File: src/rtl/rlbit_pkg.sv
package rlbit_pkg;

   // one decoded code byte: a run of identical bits plus an optional closing bit
   typedef struct packed {
      logic [7:0] len;
      logic       run_bit;
      logic       has_tail;
      logic       tail_bit;
   } run_desc_t;

   typedef enum logic [1:0] {
      ST_HUNT  = 2'd0,
      ST_SYNC  = 2'd1,
      ST_DATA  = 2'd2,
      ST_DRAIN = 2'd3
   } phase_t;

   localparam logic [7:0]  MARK_LEAD = 8'hFF;
   localparam logic [3:0]  MARK_TAG  = 4'h3;
   localparam logic [15:0] SYNC_WORD = 16'hFF20;

endpackage

File: src/rtl/rlbit_code_map.sv
module rlbit_code_map
   import rlbit_pkg::*;
#(
   parameter int MAX_ONES = 226
) (
   input  logic [7:0] code,
   output run_desc_t  desc
);

   localparam logic [7:0] ONES_LIM  = 8'(MAX_ONES);
   localparam logic [7:0] FULL_CODE = 8'(MAX_ONES + 1);
   localparam logic [7:0] ZERO_BASE = 8'(MAX_ONES + 2);

   generate
      if (MAX_ONES < 1 || MAX_ONES > 252) begin : g_bad_limit
         $error("rlbit_code_map: MAX_ONES must lie in 1..252");
      end
   endgenerate

   always_comb begin
      desc = '0;
      if (code == 8'd0) begin
         desc = '0;
      end else if (code <= ONES_LIM) begin
         desc.len      = code;
         desc.run_bit  = 1'b1;
         desc.has_tail = 1'b1;
         desc.tail_bit = 1'b0;
      end else if (code == FULL_CODE) begin
         desc.len      = ONES_LIM;
         desc.run_bit  = 1'b1;
      end else if (code != 8'hFF) begin
         desc.len      = code - ZERO_BASE;
         desc.run_bit  = 1'b0;
         desc.has_tail = 1'b1;
         desc.tail_bit = 1'b1;
      end else begin
         desc.has_tail = 1'b1;
         desc.tail_bit = 1'b1;
      end
   end

endmodule

File: src/rtl/rlbit_run_emitter.sv
module rlbit_run_emitter
   import rlbit_pkg::*;
(
   input  logic      clk,
   input  logic      rst_n,
   input  logic      load,
   input  run_desc_t desc,
   input  logic      load_last,
   input  logic      out_ready,
   output logic      busy,
   output logic      bit_o,
   output logic      last_o,
   output logic      done_o
);

   logic [7:0] cnt_q;
   logic       run_bit_q;
   logic       tail_q;
   logic       tail_bit_q;
   logic       last_q;
   logic       final_bit;

   assign busy      = (cnt_q != 8'd0) || tail_q;
   assign final_bit = ((cnt_q == 8'd1) && !tail_q) || ((cnt_q == 8'd0) && tail_q);
   assign bit_o     = (cnt_q != 8'd0) ? run_bit_q : tail_bit_q;
   assign last_o    = last_q && final_bit;
   assign done_o    = busy && final_bit && out_ready;

   always_ff @(posedge clk or negedge rst_n) begin
      if (!rst_n) begin
         cnt_q      <= '0;
         run_bit_q  <= 1'b0;
         tail_q     <= 1'b0;
         tail_bit_q <= 1'b0;
         last_q     <= 1'b0;
      end else if (load) begin
         cnt_q      <= desc.len;
         run_bit_q  <= desc.run_bit;
         tail_q     <= desc.has_tail;
         tail_bit_q <= desc.tail_bit;
         last_q     <= load_last;
      end else if (busy && out_ready) begin
         if (cnt_q != 8'd0) cnt_q  <= cnt_q - 8'd1;
         else               tail_q <= 1'b0;
      end
   end

   AST_STALL_HOLDS: assert property (@(posedge clk) disable iff (!rst_n)
      busy && !out_ready && !load |=> busy && $stable(bit_o) && $stable(last_o));

   AST_FINAL_EMPTIES: assert property (@(posedge clk) disable iff (!rst_n)
      busy && out_ready && final_bit && !load |=> !busy);

endmodule

File: src/rtl/rlbit_unpack.sv
module rlbit_unpack
   import rlbit_pkg::*;
#(
   parameter int MAX_ONES = 226
) (
   input  logic       clk,
   input  logic       rst_n,
   input  logic [7:0] in_data,
   input  logic       in_valid,
   input  logic       in_last,
   output logic       in_ready,
   output logic       out_bit,
   output logic       out_valid,
   output logic       out_last,
   input  logic       out_ready
);

   localparam int SYNC_W = $bits(SYNC_WORD);
   localparam int IDX_W  = $clog2(SYNC_W);
   localparam logic [IDX_W-1:0] IDX_END = IDX_W'(SYNC_W - 1);

   phase_t            st_q;
   logic              prev_ff_q;
   logic [SYNC_W-1:0] sync_sr_q;
   logic [IDX_W-1:0]  sync_idx_q;

   run_desc_t desc;
   logic      em_load, em_busy, em_bit, em_last, em_done;
   logic      accept, marker_hit;

   rlbit_code_map #(.MAX_ONES(MAX_ONES)) i_map (
      .code (in_data),
      .desc (desc)
   );

   rlbit_run_emitter i_emit (
      .clk       (clk),
      .rst_n     (rst_n),
      .load      (em_load),
      .desc      (desc),
      .load_last (in_last),
      .out_ready (out_ready),
      .busy      (em_busy),
      .bit_o     (em_bit),
      .last_o    (em_last),
      .done_o    (em_done)
   );

   always_comb begin
      case (st_q)
         ST_HUNT: in_ready = 1'b1;
         ST_DATA: in_ready = !em_busy || em_done;
         default: in_ready = 1'b0;
      endcase
   end

   assign accept     = in_valid && in_ready;
   assign em_load    = accept && (st_q == ST_DATA);
   assign marker_hit = accept && (st_q == ST_HUNT) && prev_ff_q && !in_last &&
                       (in_data[7:4] == MARK_TAG);

   assign out_valid  = (st_q == ST_SYNC) || em_busy;
   assign out_bit    = (st_q == ST_SYNC) ? sync_sr_q[SYNC_W-1] : em_bit;
   assign out_last   = (st_q == ST_SYNC) ? 1'b0 : em_last;

   always_ff @(posedge clk or negedge rst_n) begin
      if (!rst_n) begin
         st_q       <= ST_HUNT;
         prev_ff_q  <= 1'b0;
         sync_sr_q  <= '0;
         sync_idx_q <= '0;
      end else begin
         case (st_q)
            ST_HUNT: begin
               if (marker_hit) begin
                  st_q       <= ST_SYNC;
                  sync_sr_q  <= SYNC_WORD;
                  sync_idx_q <= '0;
                  prev_ff_q  <= 1'b0;
               end else if (accept) begin
                  prev_ff_q <= !in_last && (in_data == MARK_LEAD);
               end
            end
            ST_SYNC: begin
               if (out_ready) begin
                  sync_sr_q  <= {sync_sr_q[SYNC_W-2:0], 1'b0};
                  sync_idx_q <= sync_idx_q + IDX_W'(1);
                  if (sync_idx_q == IDX_END) st_q <= ST_DATA;
               end
            end
            ST_DATA: begin
               if (em_load && in_last) st_q <= ST_DRAIN;
            end
            default: begin
               if (!em_busy) st_q <= ST_HUNT;
            end
         endcase
      end
   end

   AST_QUIET_HUNT: assert property (@(posedge clk) disable iff (!rst_n)
      (st_q == ST_HUNT) |-> !out_valid);

   AST_SYNC_THEN_DATA: assert property (@(posedge clk) disable iff (!rst_n)
      (st_q == ST_SYNC) && out_ready && (sync_idx_q == IDX_END) |=> (st_q == ST_DATA) && !out_valid);

   AST_OUT_STALL: assert property (@(posedge clk) disable iff (!rst_n)
      out_valid && !out_ready |=> out_valid && $stable(out_bit));

   AST_LAST_ENDS_FRAME: assert property (@(posedge clk) disable iff (!rst_n)
      out_valid && out_ready && out_last |=> !out_valid);

endmodule

File: config.mk
export PLATFORM = sky130hd
export DESIGN_NAME = rlbit_unpack
export DESIGN_NICKNAME = d
export VERILOG_FILES = /design/src/rtl/rlbit_pkg.sv /design/src/rtl/rlbit_code_map.sv /design/src/rtl/rlbit_run_emitter.sv /design/src/rtl/rlbit_unpack.sv
export SDC_FILE = /design/constraint.sdc
export NUM_CORES = 1
export LEC_CHECK = 0
export BUFFER_PORTS_ARGS = -buffer_cell sky130_fd_sc_hd__buf_2
export CAP_MARGIN = 20
export CORE_UTILIZATION = 60
export DETAILED_ROUTE_END_ITERATION = 10
export PLACE_DENSITY = 0.76
export REMOVE_ABC_BUFFERS = 1
export SETUP_SLACK_MARGIN = 0.3
export SLEW_MARGIN = 30
export SYNTH_ARGS = -nofsm -noshare
export SYNTH_HDL_FRONTEND = slang
export SYNTH_SLANG_ARGS = --single-unit
File: constraint.sdc
create_clock -name clk -period 4.3 [get_ports clk]
set_input_delay 1.29 -clock clk [delete_from_list [all_inputs] [get_ports clk]]
set_output_delay 1.29 -clock clk [all_outputs]
set_load 0.02 [all_outputs]
==> key figures, run 1 <==
Run status
  • Outcome: finished with violations
  • Violated checks: design-rule violations

Drt
  • Drt first pass iters: 7
  • Via/cell ratio: 6.16
  • ANT nets after route: 0
  • Via count: 1596
  • Routed length per placed instance: 14.6 um
  • Total Wirelength: 3790 um
  • DRC errors left: 2
  • Initial drt markers: 123

Floorplan
  • Total die area: 3290 um2
  • # IOs: 17
  • Std-Cell Rows: 19
  • Core Region: 2830 um2
  • Die X: 57.4 um
  • DIE HEIGHT: 57.4 um
  • Starting Density: 0.651

Critical path
  • FF-to-FF path depth: 7
  • Reg2Reg Capture Point: st_q[1]$_DFFE_PN0P_
  • Critical path fanouts, max: 16
  • Worst r2r src: i_emit.cnt_q[0]$_DFFE_PN0P_
  • CP endpoint kind: output port
  • CP Data Required Time: 3.01 ns
  • Startpoint Class: primary input
  • Critical path type: primary input to output port
  • R2r setup slk: 1.64 ns
  • Crit path DAT: 2.45 ns

Synthesis
  • Most frequent cell after synthesis: dfrtp_1
  • Seq/Total Area, Yosys: 0.408
  • Post-Synthesis Cells: 211
  • Dominant cells by area after synthesis: dfrtp_1, ha_1, inv_1
  • Synth Flop Type: dfrtp_1
  • EDFF count, synth: 0
  • Synth cell count leaders: dfrtp_1, inv_1, nand2_1
  • Post-synth ARST share: 1.00
  • Syn_area_per_cell: 8.72 um2
  • Synth top area share: 0.408
  • Largest area contributor in the netlist: dfrtp_1
  • Post-synthesis cell area: 1840 um2
  • Yosys warnings: 0
  • Yosys cell types: 40
  • Number of synthesized register bits: 30

Clock tree
  • Reg clk slew, reported paths: 0.09 ns
  • # Post-CTS Setup Buffers: 0
  • CTS tree: built
  • Clock Sinks: 30
  • Root buffer cell: clkbuf_4
  • Hold_buf cts: 0
  • Clk_lat worst skew: 0.33 ns
  • H-tree Lvls: 2
  • Total clock buffers created by CTS: 5
  • Post-CTS Resized: 0
  • CTS Buffer Depth: 2

GRT
  • Grt ovf: 0
  • Global-route wire length before repair: 6310 um
  • Largest net degree at the start of global routing: 31
  • Antenna violations before repair: 0
  • GR Util All Layers: 0.249
  • Number of global-route vias before repair: 1398

Pwr
  • Peak supply drop: 0.428 mV
  • Static leakage power: 0.942 nW
  • Net Sw Frac: 0.429
  • Flop pwr share: 0.412
  • Gate power share: 0.455
  • Clock share of power: 0.133
  • P_sw: 494 uW
  • Internal power: 657 uW
  • Power Density: 579 nW/um2

STA
  • Slew HR: 0.478
  • Worst slew pin tran: 0.783 ns
  • RSZ-0062 raised after global routing: no
  • Setup Skew: 0.0128 ns
  • Final period util: 0.869
  • Slew Viols, Final: 0
  • Fmax: 268 MHz
  • Final number of setup-violating endpoints: 0
  • Aggregate negative setup slack: 0 ns
  • Fin. Hold Viols: 0
  • Tmin final: 3.74 ns
  • WHS: 0.502 ns

Finish
  • Finished Layout Cells: 259
  • Core Util, Final: 0.703
  • N_diodes: 0
  • Design area: 1990 um2
  • Multi-input logic area: 985 um2
  • Layout cells sized above 1: 0.149
  • Area growth from synthesis to layout: 8.09%
  • Nets: 251
  • Area taken by flip-flops and latches: 751 um2
  • Filler Cell Count: 233

Hold path
  • Hold endpoint: prev_ff_q$_DFFE_PN0P_
  • Min-Delay Path Depth: 2
  • Hold WC Path Type: flip-flop to flip-flop
  • Min-delay src: prev_ff_q$_DFFE_PN0P_

Placement
  • Dpl cell area: 1940 um2
  • # placed instances: 252
  • Number of port buffers: 16
  • GP Congestion: 0.844
  • Detailed Place HPWL: 2860 um

Run
  • Maxcap violations: 0
==> power by group through the flow <==
| stage | combinational [mW] | clock, mW | sequential (mW) |
|---|---|---|---|
| floorplan | 0.398 | 0 | 0.454 |
| finish | 0.524 | 0.154 | 0.474 |
| global route | 0.584 | 0.165 | 0.487 |
| global placement | 0.494 | 0 | 0.468 |
| CTS | 0.524 | 0.159 | 0.473 |
| detailed placement | 0.521 | 0 | 0.479 |
==> critical path, cell delays in order <==
cell and delay (ns):
buf_2 0.25, nand3b_1 0.14, a311oi_2 0.42, a21o_2 0.19, buf_2 0.15
==> layer usage <==
| layer | vias up | share of wire | global-route usage |
|---|---|---|---|
| met1 | 751 | 0.49 | 0.367 |
| met5 | - | 0 | 0 |
| met3 | 9 | 0.051 | 0.0567 |
| li1 | 784 | - | - |
| met2 | 52 | 0.45 | 0.369 |
| met4 | 0 | 0.015 | 0.0697 |
==> logic make-up (layout without fill, tap and decap cells) <==
logic type                 after synthesis  after routing  share of synthesized area
xor gates and xnor gates                 4              4                     0.0190
DFF                                     30             30                      0.408
adders and majority gates               10             10                     0.0680
buffers and inverters                   28             45                     0.0571
and+or+nand+nor                         76             76                      0.209
AOI/OAI and AO/OA                       54             54                      0.188
muxes                                    9              9                     0.0503
==> registers in the layout (all words and copies together), names as in the netlist <==
signal and count:
i_emit.tail_bit_q 1, i_emit.last_q 1, prev_ff_q 1, i_emit.run_bit_q 1, st_q 2, sync_idx_q 4
i_emit.tail_q 1, i_emit.cnt_q 8, sync_sr_q 11
==> how the worst max path moves through the flow <==
stage	endpoint	from	slack, ns	cells after the start
3_3_place_gp	in_ready	out_ready	0.64	5
6_report	in_ready	out_ready	0.56	5
4_1_cts	in_ready	out_ready	0.59	5
2_1_floorplan	in_ready	out_ready	1.11	3
5_1_grt	out_bit	i_emit.cnt_q[0]$_DFFE_PN0P_	0.47	7
3_5_place_dp	in_ready	out_ready	0.59	5
==> layout by cell type (no fill, tap or decap), types with 5 or more instances in the layout <==
cell and instances:
buf_2 17, mux2i_1 7, nor2_1 17, o21ai_0 14
clkbuf_4 5, dfrtp_1 30, ha_1 10, a31oi_1 9
nand2_1 20, inv_1 20, nor3_1 7, a21oi_1 12
nand3_1 10
==> layout make-up <==
| type | instances | share of cell area |
|---|---|---|
| Clock buffer | 5 | 0.0189 |
| Clock inverter | 2 | 0.00503 |
| Multi-Input combinational cell | 153 | 0.495 |
| Sequential cell | 30 | 0.377 |
| Tap cell | 31 | 0.0195 |
| Timing Repair Buffer | 18 | 0.0465 |
| Inverter | 20 | 0.0377 |
==> per-stage QoR <==
stage	power, mW	setup WS, ns
floorplan	0.851	1.11
global placement	0.962	0.640
detailed placement	1.00	0.591
CTS	1.16	0.586
global route	1.24	0.475
finish	1.15	0.564
Note: power is estimated with default switching activity, not from simulation.
==> run 2: changes to the inputs <==
- ABC_AREA: unset -> 1
- PLACE_DENSITY: 0.76 -> 0.77
==> run 2 against run 1 <==
Compared with the run above:
- the run now ends clean
- power is 18% higher
- combinational power is 26% higher
- setup slack better by 0.36 ns
- area after synthesis is 4.1% higher
- flip-flop and latch count stayed put
- count of clock-buffer cells in the layout stayed put
- die area is 4.0% higher
- final cell count is 22% higher
- clock power is 45% higher
==> key figures, run 2 <==
Pwr
  • Gate power share: 0.488
  • Net Sw Frac: 0.443
  • Flop pwr share: 0.347
  • Static leakage power: 1.05 nW
  • Power Density: 647 nW/um2
  • Internal power: 754 uW
  • P_sw: 600 uW
  • Peak supply drop: 0.323 mV
  • Clock share of power: 0.165

Finish
  • Core Util, Final: 0.685
  • Area growth from synthesis to layout: 9.14%
  • Most common cell after layout, fill and taps aside: nand2_1
  • Design area: 2090 um2
  • Nets: 295
  • Layout cells sized above 1: 0.117
  • Filler Cell Count: 278
  • Max FFs per register: 11
  • Biggest register: sync_sr_q
  • Most frequent cells in the layout: nand2_1, inv_1, o21ai_0
  • N_diodes: 0
  • Top Registers: sync_sr_q (11), i_emit.cnt_q (8), sync_idx_q (4)

GRT
  • Global-route wire length before repair: 6350 um
  • Grt ovf: 0
  • Number of global-route vias before repair: 1522
  • GR Util All Layers: 0.249
  • Largest net degree at the start of global routing: 31
  • Antenna violations before repair: 0

Synthesis
  • Number of synthesized register bits: 30
  • Seq/Total Area, Yosys: 0.392
  • Yosys cell types: 28
  • Dominant cells by area after synthesis: dfrtp_1, nand2_1, o21ai_0
  • Post-synth ARST share: 1.00
  • Yosys warnings: 0
  • Syn_area_per_cell: 7.55 um2
  • EDFF count, synth: 0
  • Synth cell count leaders: nand2_1, inv_1, o21ai_0
  • Synth top area share: 0.392
  • Synth Flop Type: dfrtp_1
  • Post-Synthesis Cells: 254
  • Most frequent cell after synthesis: nand2_1
  • Post-synthesis cell area: 1920 um2
  • Largest area contributor in the netlist: dfrtp_1

Drt
  • Top sig layer: met4
  • Initial drt markers: 147
  • Via/cell ratio: 5.25
  • Routed length per placed instance: 11.7 um
  • DRC errors left: 0
  • Total Wirelength: 3710 um
  • Drt first pass iters: 4
  • ANT nets after route: 0
  • Met2 Routed Length: 1760 um
  • Via count: 1665
  • Met3 Wirelength: 139 um
  • Met1 WL: 1710 um

Clock tree
  • Clk_lat worst skew: 0.33 ns
  • # Post-CTS Setup Buffers: 0
  • Root buffer cell: clkbuf_4
  • Clock Sinks: 30
  • Hold_buf cts: 0
  • Post-CTS Resized: 0
  • Reg clk slew, reported paths: 0.10 ns
  • H-tree Lvls: 2
  • CTS tree: built
  • Total clock buffers created by CTS: 5
  • CTS Buffer Depth: 2

Critical path
  • Startpoint Class: flip-flop
  • FF-to-FF path depth: 11
  • CP endpoint kind: output port
  • Critical path fanouts, max: 13
  • CP Data Required Time: 3.01 ns
  • Reg2Reg Capture Point: sync_idx_q[2]$_DFFE_PN0P_
  • Crit path DAT: 2.09 ns
  • R2r setup slk: 2.06 ns
  • Worst r2r src: st_q[0]$_DFFE_PN0P_
  • Critical path type: flip-flop to output port

Placement
  • Detailed Place HPWL: 2780 um
  • GP Congestion: 0.832
  • Setup WS pre-CTS: 1.13 ns
  • Dpl cell area: 2010 um2
  • Number of port buffers: 16

Floorplan
  • Die X: 58.5 um
  • Core Region: 3050 um2
  • Total die area: 3420 um2
  • Starting Density: 0.628
  • DIE HEIGHT: 58.5 um
  • Std-Cell Rows: 20
  • # IOs: 17

STA
  • Slew Viols, Final: 0
  • Worst slew pin tran: 0.662 ns
  • RSZ-0062 raised after global routing: no
  • Aggregate negative setup slack: 0 ns
  • Fin. Hold Viols: 0
  • Fmax: 296 MHz
  • Setup Skew: 0.00426 ns
  • Final period util: 0.786
  • Final number of setup-violating endpoints: 0
  • Slew HR: 0.558
  • Worst setup margin: 0.921 ns
  • Tmin final: 3.38 ns

Run
  • Maxcap violations: 0

Hold path
  • Hold WC Path Type: flip-flop to flip-flop
  • Min-Delay Path Depth: 2
  • Hold endpoint: sync_sr_q[7]$_DFFE_PN0P_
  • Min-delay src: sync_sr_q[7]$_DFFE_PN0P_

Run status
  • Outcome: completed
## run 2: worst max-delay path by stage
stage	start	slack, ns	depth (start not counted)	end
6_report	st_q[1]$_DFFE_PN0P_	0.92	7	out_bit
5_1_grt	st_q[1]$_DFFE_PN0P_	0.76	7	out_bit
4_1_cts	st_q[1]$_DFFE_PN0P_	0.91	7	out_bit
3_5_place_dp	out_ready	1.13	4	in_ready
3_3_place_gp	out_ready	1.14	4	in_ready
2_1_floorplan	out_ready	1.25	2	in_ready
## run 2: power by group through the flow
stage / registers, mW / logic [mW] / clock network [mW]
global route: 0.486 / 0.761 / 0.243
finish: 0.470 / 0.661 / 0.223
CTS: 0.472 / 0.661 / 0.230
detailed placement: 0.478 / 0.657 / 0
floorplan: 0.460 / 0.523 / 0
global placement: 0.473 / 0.642 / 0
## run 2: cell type report
cell class	count	area, um2	share of cell area
Clock buffer	5	37.5	0.0179
Clock inverter	3	40.0	0.0191
Inverter	41	154	0.0736
Multi-Input combinational cell	178	975	0.466
Sequential cell	30	751	0.359
Tap cell	44	55.1	0.0263
Timing Repair Buffer	16	80.1	0.0383
## run 2: layer usage
layer,up-vias,global-route usage
met5,-,0
met4,0,0.126
met3,10,0.0681
met2,30,0.414
met1,762,0.297
li1,863,-
## run 2: logic make-up after synthesis
group,count (synthesis),share of synthesized area
compound gates,57,0.169
simple gates,104,0.242
fa+ha+maj,10,0.0653
xor+xnor,7,0.0320
flops,30,0.392
buf+inv,46,0.0999
## run 2: through the flow
step,hold WS [ns],power (mW),instances
after floorplan,0.437,0.983,249
after global placement,0.461,1.11,309
after detailed placement,0.469,1.14,309
after CTS,0.492,1.36,317
after global routing,0.518,1.49,317
final,0.486,1.35,317
## run 2: critical path, cell delays in order, from the launching register on
cell     delay [ns]
dfrtp_1        0.42
inv_1          0.08
ha_1           0.46
inv_1          0.29
o21ai_0        0.14
a21oi_1        0.06
a21oi_1        0.12
buf_2          0.18
==> run 3: changes to the inputs <==
- CORE_UTILIZATION: 60 -> 53
- PLACE_DENSITY: 0.77 -> 0.72
- clock period: 4.3 -> 2.8 ns (I/O delays scaled with it)
==> run 3 against run 2 <==
Compared with the run above:
- final cell count up 3.5%
- clock power up 28%
- hold slack worse by 0.0062 ns
- global-route usage down 1.8 points
- clock skew up 0.0072 ns
- sequential power up 54%
- non-clock buffer count up 9
- routed wire length up 9.9%
- flip-flop and latch count unchanged
- largest power group unchanged
- utilization down 4.0 points
==> key figures, run 3 (synthesis results as in run 2) <==
Run status
  • Outcome: completed

Finish
  • Filler Cell Count: 309
  • Most common cell after layout, fill and taps aside: nand2_1
  • Biggest register: sync_sr_q
  • Area growth from synthesis to layout: 14.0%
  • Multi-input logic area: 1010 um2
  • Top Registers: sync_sr_q (11), i_emit.cnt_q (8), sync_idx_q (4)
  • Most frequent cells in the layout: nand2_1, inv_1, o21ai_0
  • Area taken by flip-flops and latches: 751 um2
  • Core Util, Final: 0.645
  • Nets: 304
  • Layout cells sized above 1: 0.181
  • Max FFs per register: 11
  • N_diodes: 0

GRT
  • Antenna violations before repair: 0
  • Global-route wire length before repair: 7040 um
  • Most Crowded Layer GR: met2
  • Grt ovf: 0
  • Met1 Use GR: 0.309
  • Number of global-route vias before repair: 1638
  • GR Util All Layers: 0.231
  • Met2 GRT Util: 0.348
  • M3 GR Usage: 0.0551
  • Largest net degree at the start of global routing: 31

STA
  • Aggregate negative setup slack: 0 ns
  • Fin. Hold Viols: 0
  • Worst slew pin tran: 0.681 ns
  • Final period util: 0.902
  • RSZ-0062 raised after global routing: yes
  • Final number of setup-violating endpoints: 0
  • Slew Viols, Final: 0
  • Fmax: 396 MHz
  • Tmin final: 2.53 ns
  • Slew HR: 0.546
  • Setup Skew: 0.0114 ns

Drt
  • DRC errors left: 0
  • Total Wirelength: 4080 um
  • Initial drt markers: 108
  • Drt first pass iters: 5
  • Via/cell ratio: 5.33
  • Via count: 1748
  • Routed length per placed instance: 12.4 um
  • ANT nets after route: 0

Pwr
  • Power Density: 1000 nW/um2
  • Static leakage power: 1.09 nW
  • Peak supply drop: 0.510 mV

Critical path
  • Worst Setup EP: in_ready
  • Critical path fanouts, max: 2
  • R2r setup slk: 0.74 ns
  • Critical Path Source: i_emit.cnt_q[0]$_DFFE_PN0P_
  • CP endpoint kind: output port
  • Worst r2r src: st_q[1]$_DFFE_PN0P_
  • CP Data Required Time: 1.96 ns
  • FF-to-FF path depth: 11
  • Critical path type: flip-flop to output port
  • Reg2Reg Capture Point: sync_sr_q[9]$_DFFE_PN0P_
  • Crit path DAT: 1.69 ns
  • Startpoint Class: flip-flop

Clock tree
  • Clock Sinks: 30
  • Root buffer cell: clkbuf_4
  • Clk_lat worst skew: 0.34 ns
  • Hold_buf cts: 0
  • Total clock buffers created by CTS: 5
  • CTS tree: built
  • H-tree Lvls: 2
  • Reg clk slew, reported paths: 0.11 ns
  • CTS Buffer Depth: 2

Floorplan
  • Core Region: 3390 um2
  • Die X: 62.1 um
  • # IOs: 17
  • DIE HEIGHT: 62.1 um
  • Std-Cell Rows: 21
  • Starting Density: 0.566
  • Total die area: 3860 um2

Placement
  • Detailed Place HPWL: 2860 um
  • GP Congestion: 0.865
  • Number of port buffers: 16

Run
  • Maxcap violations: 0

Hold path
  • Hold WC Path Type: flip-flop to flip-flop
==> run 3: worst min path at each step <==
stage                                    from                        end  cells past startpoint
global route            prev_ff_q$_DFFE_PN0P_      prev_ff_q$_DFFE_PN0P_                      2
CTS                 sync_sr_q[14]$_DFFE_PN0P_  sync_sr_q[14]$_DFFE_PN0P_                      2
global placement    sync_sr_q[14]$_DFFE_PN0P_  sync_sr_q[14]$_DFFE_PN0P_                      2
floorplan           sync_sr_q[14]$_DFFE_PN0P_  sync_sr_q[14]$_DFFE_PN0P_                      2
finish              sync_sr_q[14]$_DFFE_PN0P_  sync_sr_q[14]$_DFFE_PN0P_                      2
detailed placement  sync_sr_q[14]$_DFFE_PN0P_  sync_sr_q[14]$_DFFE_PN0P_                      2
==> run 3: area by class of cell <==
type / instances / area share
clock buffers: 6 / 0.0235
clock inverters: 2 / 0.00572
inverters: 41 / 0.0704
multi-input cells: 178 / 0.461
flip-flops and latches: 30 / 0.343
well taps: 46 / 0.0263
repair buffers: 25 / 0.0698
==> run 3: power breakdown <==
| group | leakage [nW] | internal, mW | switching [mW] | total, mW |
|---|---|---|---|---|
| Clock | 0.0343 | 0.121 | 0.165 | 0.285 |
| Combinational | 0.689 | 0.446 | 0.730 | 1.18 |
| Sequential | 0.365 | 0.625 | 0.101 | 0.726 |
==> run 3: timing repair <==
item / 4_1_cts / 5_1_grt
gates resized for setup: 13 / 3
pin swaps: 2 / 0
gates cloned: 0 / 0
setup buffers: 5 / 1
setup endpoints to repair: 3 / 3
==> run 3: layer usage <==
layer / vias up / part of all wire
li1: 891 / -
met1: 791 / 0.49
met2: 57 / 0.44
met3: 9 / 0.052
met4: 0 / 0.021
met5: - / 0
==> run 3: metrics by stage <==
| stage | worst slack [ns] | area, um2 | std cells | hold slack, ns | total power [mW] |
|---|---|---|---|---|---|
| 2_1_floorplan | 0.423 | 1880 | 249 | 0.437 | 1.51 |
| 3_3_place_gp | 0.468 | 2040 | 314 | 0.453 | 1.75 |
| 3_5_place_dp | 0.442 | 2040 | 314 | 0.454 | 1.77 |
| 4_1_cts | 0.282 | 2170 | 327 | 0.480 | 2.15 |
| 5_1_grt | 0.159 | 2190 | 328 | 0.521 | 2.39 |
| 6_report | 0.274 | 2190 | 328 | 0.480 | 2.19 |
==> run 3: worst max-delay path, stage by stage (launching register included) <==
cell and delay (ns):
dfrtp_1 0.41, inv_2 0.09, ha_4 0.13, inv_2 0.04
o21ai_2 0.14, nand3_1 0.17, a31oi_2 0.20, buf_4 0.17
